[config.mk]
export PLATFORM = sky130hd
export DESIGN_NAME = sec_rtc
export DESIGN_NICKNAME = d
export VERILOG_FILES = /design/src/rtl/rtc_pkg.sv /design/src/rtl/rtc_prescaler.sv /design/src/rtl/rtc_wr_commit.sv /design/src/rtl/rtc_regs.sv /design/src/rtl/sec_rtc.sv
export SDC_FILE = /design/constraint.sdc
export NUM_CORES = 1
export LEC_CHECK = 0
export BUFFER_PORTS_ARGS = -buffer_cell sky130_fd_sc_hd__clkbuf_2
export CAP_MARGIN = 30
export CORE_MARGIN = 1.5
export CORE_UTILIZATION = 45
export DETAILED_ROUTE_END_ITERATION = 10
export PLACE_DENSITY = 0.65
export SETUP_SLACK_MARGIN = 0.4
export SLEW_MARGIN = 20
export SYNTH_ARGS = -nofsm -noshare
export SYNTH_HDL_FRONTEND = slang
export SYNTH_SLANG_ARGS = --single-unit
[constraint.sdc]
create_clock -name clk_i -period 2.34 [get_ports clk_i]
set_input_delay 0.468 -clock clk_i [delete_from_list [all_inputs] [get_ports clk_i]]
set_output_delay 0.468 -clock clk_i [all_outputs]
set_load 0.1 [all_outputs]
[src/rtl/rtc_pkg.sv]
package rtc_pkg;
  localparam int DW = 32;

  typedef enum logic [1:0] {
    A_CTRL = 2'd0,
    A_SEC  = 2'd1,
    A_ALM  = 2'd2,
    A_TRIM = 2'd3
  } rtc_addr_e;

  // control field positions (software visible)
  localparam int B_RDY   = 7;
  localparam int B_HZ_F  = 6;
  localparam int B_HZ_IE = 5;
  localparam int B_AL_F  = 4;
  localparam int B_AL_IE = 3;
  localparam int B_AL_EN = 2;
  localparam int B_RUN   = 0;
endpackage

[src/rtl/rtc_prescaler.sv]
module rtc_prescaler #(
  parameter int DIV = 32768
) (
  input  logic clk_i,
  input  logic rst_ni,
  input  logic run_i,
  input  logic en_i,
  input  logic clr_i,
  output logic tick_o
);
  localparam int CW = (DIV > 1) ? $clog2(DIV) : 1;
  localparam logic [CW-1:0] LAST = CW'(DIV - 1);

  logic [CW-1:0] cnt_q;

  assign tick_o = run_i && en_i && !clr_i && (cnt_q == LAST);

  always_ff @(posedge clk_i or negedge rst_ni) begin
    if (!rst_ni)               cnt_q <= '0;
    else if (clr_i)            cnt_q <= '0;
    else if (run_i && en_i)    cnt_q <= (cnt_q == LAST) ? '0 : cnt_q + 1'b1;
  end

  p_phase_clr_r9: assert property (@(posedge clk_i) disable iff (!rst_ni)
    clr_i |=> (cnt_q == '0));

  p_phase_hold_r5: assert property (@(posedge clk_i) disable iff (!rst_ni)
    (!run_i && !clr_i) |=> $stable(cnt_q));
endmodule

[src/rtl/rtc_wr_commit.sv]
module rtc_wr_commit #(
  parameter int LAT = 4
) (
  input  logic        clk_i,
  input  logic        rst_ni,
  input  logic        wr_i,
  input  logic [1:0]  addr_i,
  input  logic [31:0] wdata_i,
  output logic        ready_o,
  output logic        commit_o,
  output logic [1:0]  c_addr_o,
  output logic [31:0] c_data_o
);
  localparam int CW = $clog2(LAT + 1);

  logic          busy_q;
  logic [CW-1:0] left_q;
  logic          accept;

  assign ready_o  = !busy_q;
  assign accept   = wr_i && !busy_q;
  assign commit_o = busy_q && (left_q == '0);

  always_ff @(posedge clk_i or negedge rst_ni) begin
    if (!rst_ni) begin
      busy_q   <= 1'b0;
      left_q   <= '0;
      c_addr_o <= '0;
      c_data_o <= '0;
    end else if (accept) begin
      busy_q   <= 1'b1;
      left_q   <= CW'(LAT - 1);
      c_addr_o <= addr_i;
      c_data_o <= wdata_i;
    end else if (busy_q) begin
      if (left_q == '0) busy_q <= 1'b0;
      else              left_q <= left_q - 1'b1;
    end
  end

  p_accept_busy_r2: assert property (@(posedge clk_i) disable iff (!rst_ni)
    accept |=> !ready_o);

  p_busy_write_dropped_r3: assert property (@(posedge clk_i) disable iff (!rst_ni)
    (wr_i && !ready_o) |=> ($stable(c_addr_o) && $stable(c_data_o)));
endmodule

[src/rtl/rtc_regs.sv]
module rtc_regs
  import rtc_pkg::*;
(
  input  logic          clk_i,
  input  logic          rst_ni,
  input  logic          tick_i,
  input  logic          commit_i,
  input  logic [1:0]    c_addr_i,
  input  logic [DW-1:0] c_data_i,
  input  logic          ready_i,
  input  logic [1:0]    addr_i,
  output logic [DW-1:0] rdata_o,
  output logic          run_o,
  output logic          sec_wr_o,
  output logic          irq_o
);
  logic [DW-1:0] sec_q, alm_q, trim_q;
  logic hz_f_q, hz_ie_q, al_f_q, al_ie_q, al_en_q, run_q;
  logic ctrl_wr, alm_wr, trim_wr;
  logic [DW-1:0] sec_nxt;
  logic alarm_hit;

  assign ctrl_wr  = commit_i && (c_addr_i == A_CTRL);
  assign sec_wr_o = commit_i && (c_addr_i == A_SEC);
  assign alm_wr   = commit_i && (c_addr_i == A_ALM);
  assign trim_wr  = commit_i && (c_addr_i == A_TRIM);
  assign sec_nxt  = sec_q + 1'b1;
  assign alarm_hit = tick_i && al_en_q && (sec_nxt == alm_q);
  assign run_o    = run_q;

  always_ff @(posedge clk_i or negedge rst_ni) begin
    if (!rst_ni) begin
      sec_q   <= '0;
      alm_q   <= '0;
      trim_q  <= '0;
      hz_f_q  <= 1'b0;
      hz_ie_q <= 1'b0;
      al_f_q  <= 1'b0;
      al_ie_q <= 1'b0;
      al_en_q <= 1'b0;
      run_q   <= 1'b0;
    end else begin
      if (sec_wr_o)    sec_q <= c_data_i;
      else if (tick_i) sec_q <= sec_nxt;
      if (alm_wr)  alm_q  <= c_data_i;
      if (trim_wr) trim_q <= c_data_i;
      if (ctrl_wr) begin
        hz_ie_q <= c_data_i[B_HZ_IE];
        al_ie_q <= c_data_i[B_AL_IE];
        al_en_q <= c_data_i[B_AL_EN];
        run_q   <= c_data_i[B_RUN];
      end
      // zero clears, one keeps; a new event wins over a clear
      hz_f_q <= tick_i    || (hz_f_q && !(ctrl_wr && !c_data_i[B_HZ_F]));
      al_f_q <= alarm_hit || (al_f_q && !(ctrl_wr && !c_data_i[B_AL_F]));
    end
  end

  always_comb begin
    rdata_o = '0;
    unique case (rtc_addr_e'(addr_i))
      A_CTRL: begin
        rdata_o[B_RDY]   = ready_i;
        rdata_o[B_HZ_F]  = hz_f_q;
        rdata_o[B_HZ_IE] = hz_ie_q;
        rdata_o[B_AL_F]  = al_f_q;
        rdata_o[B_AL_IE] = al_ie_q;
        rdata_o[B_AL_EN] = al_en_q;
        rdata_o[B_RUN]   = run_q;
      end
      A_SEC:  rdata_o = sec_q;
      A_ALM:  rdata_o = alm_q;
      A_TRIM: rdata_o = trim_q;
      default: rdata_o = '0;
    endcase
  end

  assign irq_o = (hz_f_q && hz_ie_q) || (al_f_q && al_ie_q);

  p_sec_steady_r10: assert property (@(posedge clk_i) disable iff (!rst_ni)
    (!tick_i && !sec_wr_o) |=> $stable(sec_q));

  p_no_count_when_off_r5: assert property (@(posedge clk_i) disable iff (!rst_ni)
    (!run_q && !sec_wr_o) |=> $stable(sec_q));

  p_hz_flag_on_tick_r6: assert property (@(posedge clk_i) disable iff (!rst_ni)
    tick_i |=> hz_f_q);

  p_alarm_needs_en_r7: assert property (@(posedge clk_i) disable iff (!rst_ni)
    (!al_f_q && !al_en_q) |=> !al_f_q);

  p_irq_needs_enable_r8: assert property (@(posedge clk_i) disable iff (!rst_ni)
    (!hz_ie_q && !al_ie_q) |-> !irq_o);
endmodule

[src/rtl/sec_rtc.sv]
module sec_rtc
  import rtc_pkg::*;
#(
  parameter int DIV           = 32768,
  parameter int COMMIT_CYCLES = 4
) (
  input  logic        clk_i,
  input  logic        rst_ni,
  input  logic        tick_en_i,
  input  logic [1:0]  addr_i,
  input  logic        wr_i,
  input  logic [31:0] wdata_i,
  output logic [31:0] rdata_o,
  output logic        irq_o
);
  logic          ready, commit, run, sec_wr, tick;
  logic [1:0]    c_addr;
  logic [DW-1:0] c_data;

  rtc_wr_commit #(.LAT(COMMIT_CYCLES)) u_commit (
    .clk_i    (clk_i),
    .rst_ni   (rst_ni),
    .wr_i     (wr_i),
    .addr_i   (addr_i),
    .wdata_i  (wdata_i),
    .ready_o  (ready),
    .commit_o (commit),
    .c_addr_o (c_addr),
    .c_data_o (c_data)
  );

  rtc_prescaler #(.DIV(DIV)) u_presc (
    .clk_i  (clk_i),
    .rst_ni (rst_ni),
    .run_i  (run),
    .en_i   (tick_en_i),
    .clr_i  (sec_wr),
    .tick_o (tick)
  );

  rtc_regs u_regs (
    .clk_i    (clk_i),
    .rst_ni   (rst_ni),
    .tick_i   (tick),
    .commit_i (commit),
    .c_addr_i (c_addr),
    .c_data_i (c_data),
    .ready_i  (ready),
    .addr_i   (addr_i),
    .rdata_o  (rdata_o),
    .run_o    (run),
    .sec_wr_o (sec_wr),
    .irq_o    (irq_o)
  );

  p_tick_not_on_sec_write_r9: assert property (@(posedge clk_i) disable iff (!rst_ni)
    sec_wr |-> !tick);
endmodule

==> run summary <==
Tmin final: 2.52 ns
RSZ-0062 raised after global routing: true
Total GRT Usage: 0.248
Clk_skew: 0.00847 ns
Reg2Reg Depth: 8
CP startpoint kind: flip-flop
Placed cells: 1,108
Io pins: 71
Nets@finish: 1,016
Primary FF master, synth: dfrtp_1
Worst reg2reg endpoint: u_regs.al_f_q$_DFF_PN0_
Hold Fails Final Rpt: 0
Sequential area share after synthesis: 0.459
CTS Buf Count: 17
Syn Area/Cell: 10.7 µm²
Pwr Density: 1410 nW/µm²
Synth warn: 0
Final number of max-transition violations: 0
Core ar.: 18,200 µm²
Failing checks: negative setup slack
Crit-path cells: buf_4 > xor2_1 > or4_1 > o31ai_1 > o21ai_1 > nor4_2 > nand4_1 > o31ai_2
CP max-delay cell: or4_1
Clk buf depth: 2
Reg-to-Reg Start: u_regs.sec_q[5]$_DFFE_PN0P_
CTS root buf: clkbuf_16
Row count: 49
Die ar.: 19,600 µm²
GRT overflow: 0
Final WL: 26,000 µm
Worst path required time: 2.69 ns
Starting Density: 0.464
Post-placement setup slack: -0.0647 ns
Layout cells sized above 1: 0.493
First-pass GRT wire length: 37,900 µm
N_diodes: 0
Crit path from: u_regs.sec_q[5]$_DFFE_PN0P_
Hold EP: u_commit.c_data_o[28]$_DFFE_PN0P_
1st-pass router iterations: 7
Post-synth EDFFs: 0
Post-DP HPWL: 15,200 µm
Setup slack after layout: -0.179 ns
Antenna-violating nets left: 0
Critical path data arrival time: 2.86 ns
Largest delay share family, worst path: simple AND/OR/NAND/NOR gates
Final cell count without fillers: 1,216
Max-slew headroom at the worst pin: 0.621
Status: finished, violations left
Fin crit share: 1.08
Max cap viols: 0
Number of DRC markers in iteration 0: 758
Gate count after technology mapping: 791
Synthesized area: 8440 µm²
Worst-path maximum fanout: 5
DRC violations left: 0
Die height: 140 µm
Via/cell ratio: 6.04
Fmax: 397 MHz
H-tree depth: 4
CP peak stage delay: 0.57 ns
Min-Delay Path Class: input pin to flip-flop
Initial antenna violation count: 0
Area growth, synth to finish: 46.7%
Flip-flop and latch count after synthesis: 155
Post-synth ARST share: 1.00
Pwr Total: 17,400 µW
Worst Path Buf+Inv: 1
WL per Instance: 21.4 µm
VDD IR max: 0.971 mV
Worst setup path class: flip-flop to flip-flop
Setup Viol. Count Final: 1
Vias: 7,339
CTS clk-pin slew, worst paths: 0.07 ns
Leak: 0.00535 µW
CTS tree: built
Tightest Pin Transition: 0.560 ns
Clock Latency Late Sink: 0.43 ns
CP Capture Type: flip-flop
Pin count of the biggest net entering global routing: 45
Total clock sinks: 155
Netlist cell types: 56
Hold Startpoint: wdata_i[28]
Die Wd: 140 µm
I/O Buffers: 70
Syn nets: 833
Register-to-Register Setup Slack: -0.18 ns
GP Congestion: 0.943
Hold Path Depth: 2
Number of global-route vias before repair: 7,012
[metrics by stage]
| step | setup TNS, ns | util | cell area, µm² | hold slack [ns] |
|---|---|---|---|---|
| floorplan | -0.151 | - | 8850 | 0.172 |
| global placement | -0.0259 | 0.565 | 10300 | 0.419 |
| detailed placement | -0.0647 | 0.565 | 10300 | 0.424 |
| CTS | 0 | 0.645 | 11800 | 0.254 |
| global route | -0.214 | 0.680 | 12400 | 0.250 |
| finish | -0.179 | 0.680 | 12400 | 0.264 |
[state kept, by name (all words and copies together), names as in the netlist]
register	cells
u_commit.left_q	3
u_regs.run_o	1
u_regs.al_ie_q	1
u_presc.cnt_q	15
u_commit.c_data_o	32
u_regs.alm_q	32
u_regs.al_f_q	1
u_regs.al_en_q	1
u_commit.busy_q	1
u_regs.hz_f_q	1
u_regs.hz_ie_q	1
u_regs.sec_q	32
u_regs.trim_q	32
u_commit.c_addr_o	2
[layout by cell type, fill, tap and decap left out, drive strengths merged, types with 4 or more instances in the layout]
| cell type | n |
|---|---|
| o31ai | 4 |
| o21ai | 58 |
| ha | 4 |
| nand3 | 23 |
| mux4 | 7 |
| nor4 | 11 |
| xor2 | 32 |
| a22o | 27 |
| clkbuf | 59 |
| and4 | 6 |
| nand2b | 4 |
| nor2 | 38 |
| nor3 | 14 |
| or4 | 11 |
| nor2b | 4 |
| nand4 | 17 |
| a31oi | 6 |
| or3 | 7 |
| xnor2 | 42 |
| a211o | 4 |
| inv | 10 |
| nand2 | 77 |
| clkinvlp | 4 |
| buf | 182 |
| a21oi | 4 |
| o211ai | 4 |
| dfrtp | 155 |
| mux2 | 123 |
| and3 | 11 |
| bufinv | 4 |
[cell families (layout without fill, tap and decap cells)]
kind of cell,Yosys count,after routing,share of synthesized area
and+or+nand+nor,234,234,0.142
DFF,155,155,0.459
muxes,130,130,0.183
AOI/OAI and AO/OA,126,127,0.0999
xor gates and xnor gates,74,74,0.0768
buffers and inverters,67,262,0.0317
adders and majority gates,5,5,0.00711
[worst reg2reg max path: cells and delay by family, from the launching register on]
kind            cells  cell delay, ns
compound gates      3            0.54
xor+xnor            1            0.22
buf+inv             1            0.18
flops               1            0.41
simple gates        3            1.09
[worst max path at each step]
stage / endpoint / depth (start not counted)
after floorplan: u_regs.al_f_q$_DFF_PN0_ / 9
after global placement: u_regs.al_f_q$_DFF_PN0_ / 7
after detailed placement: u_regs.al_f_q$_DFF_PN0_ / 7
after CTS: u_regs.al_f_q$_DFF_PN0_ / 7
after global routing: u_regs.al_f_q$_DFF_PN0_ / 8
final: u_regs.al_f_q$_DFF_PN0_ / 8
[per-layer routing]
metal / track usage / up-vias / share of wire
met5: 0 / - / 0
met4: 0.0886 / 0 / 0.036
met3: 0.0557 / 74 / 0.068
met2: 0.407 / 349 / 0.48
met1: 0.326 / 3665 / 0.41
li1: - / 3251 / -
[what timing repair did]
action / 4_1_cts / 5_1_grt
pin swaps: 42 / 50
setup buffers: 36 / 28
endpoints found under the setup margin: 103 / 92
gates cloned: 7 / 4
hold buffers: 1 / 0
gates resized for setup: 90 / 96
endpoints found under the hold margin: 38 / 0
[layout make-up]
cell class | instances | area, µm²
Fill cell | 1295 | 5820
Inverter | 7 | 26.3
Clock buffer | 19 | 433
Multi-Input combinational cell | 570 | 5060
Sequential cell | 155 | 3890
Clock inverter | 13 | 190
Tap cell | 229 | 287
Timing Repair Buffer | 223 | 2510
[synth_stat cells (2+ instances only)]
master | number | area share
a211o_1 | 3 | 0.0031
a211oi_1 | 3 | 0.0027
a21oi_1 | 4 | 0.0024
a22o_1 | 27 | 0.028
a31oi_1 | 6 | 0.0044
and2_1 | 2 | 0.0015
and3_1 | 11 | 0.0082
and4_1 | 6 | 0.0062
buf_1 | 5 | 0.0022
buf_2 | 4 | 0.0024
buf_4 | 2 | 0.0018
clkbuf_1 | 46 | 0.020
clkbuf_2 | 3 | 0.0018
dfrtp_1 | 155 | 0.46
ha_1 | 4 | 0.0059
inv_1 | 7 | 0.0031
mux2_2 | 123 | 0.16
mux4_2 | 7 | 0.019
nand2_1 | 77 | 0.034
nand2b_1 | 4 | 0.0030
nand3_1 | 23 | 0.014
nand4_1 | 16 | 0.012
nor2_1 | 38 | 0.017
nor2b_1 | 4 | 0.0030
nor3_1 | 14 | 0.0083
nor3b_1 | 3 | 0.0027
nor4_1 | 11 | 0.0082
nor4bb_1 | 2 | 0.0024
o211ai_1 | 4 | 0.0036
o21ai_0 | 58 | 0.034
o22ai_1 | 2 | 0.0015
o311ai_0 | 3 | 0.0031
o31a_1 | 2 | 0.0021
o31ai_1 | 3 | 0.0027
or3_1 | 7 | 0.0052
or4_1 | 10 | 0.0089
xnor2_1 | 42 | 0.044
xor2_1 | 32 | 0.033
[power by group]
part | switching, µW | internal [µW]
combinational | 4890 | 4350
clock | 1180 | 1790
sequential | 1280 | 3930
No activity file was read; power rests on OpenSTA's default activity.
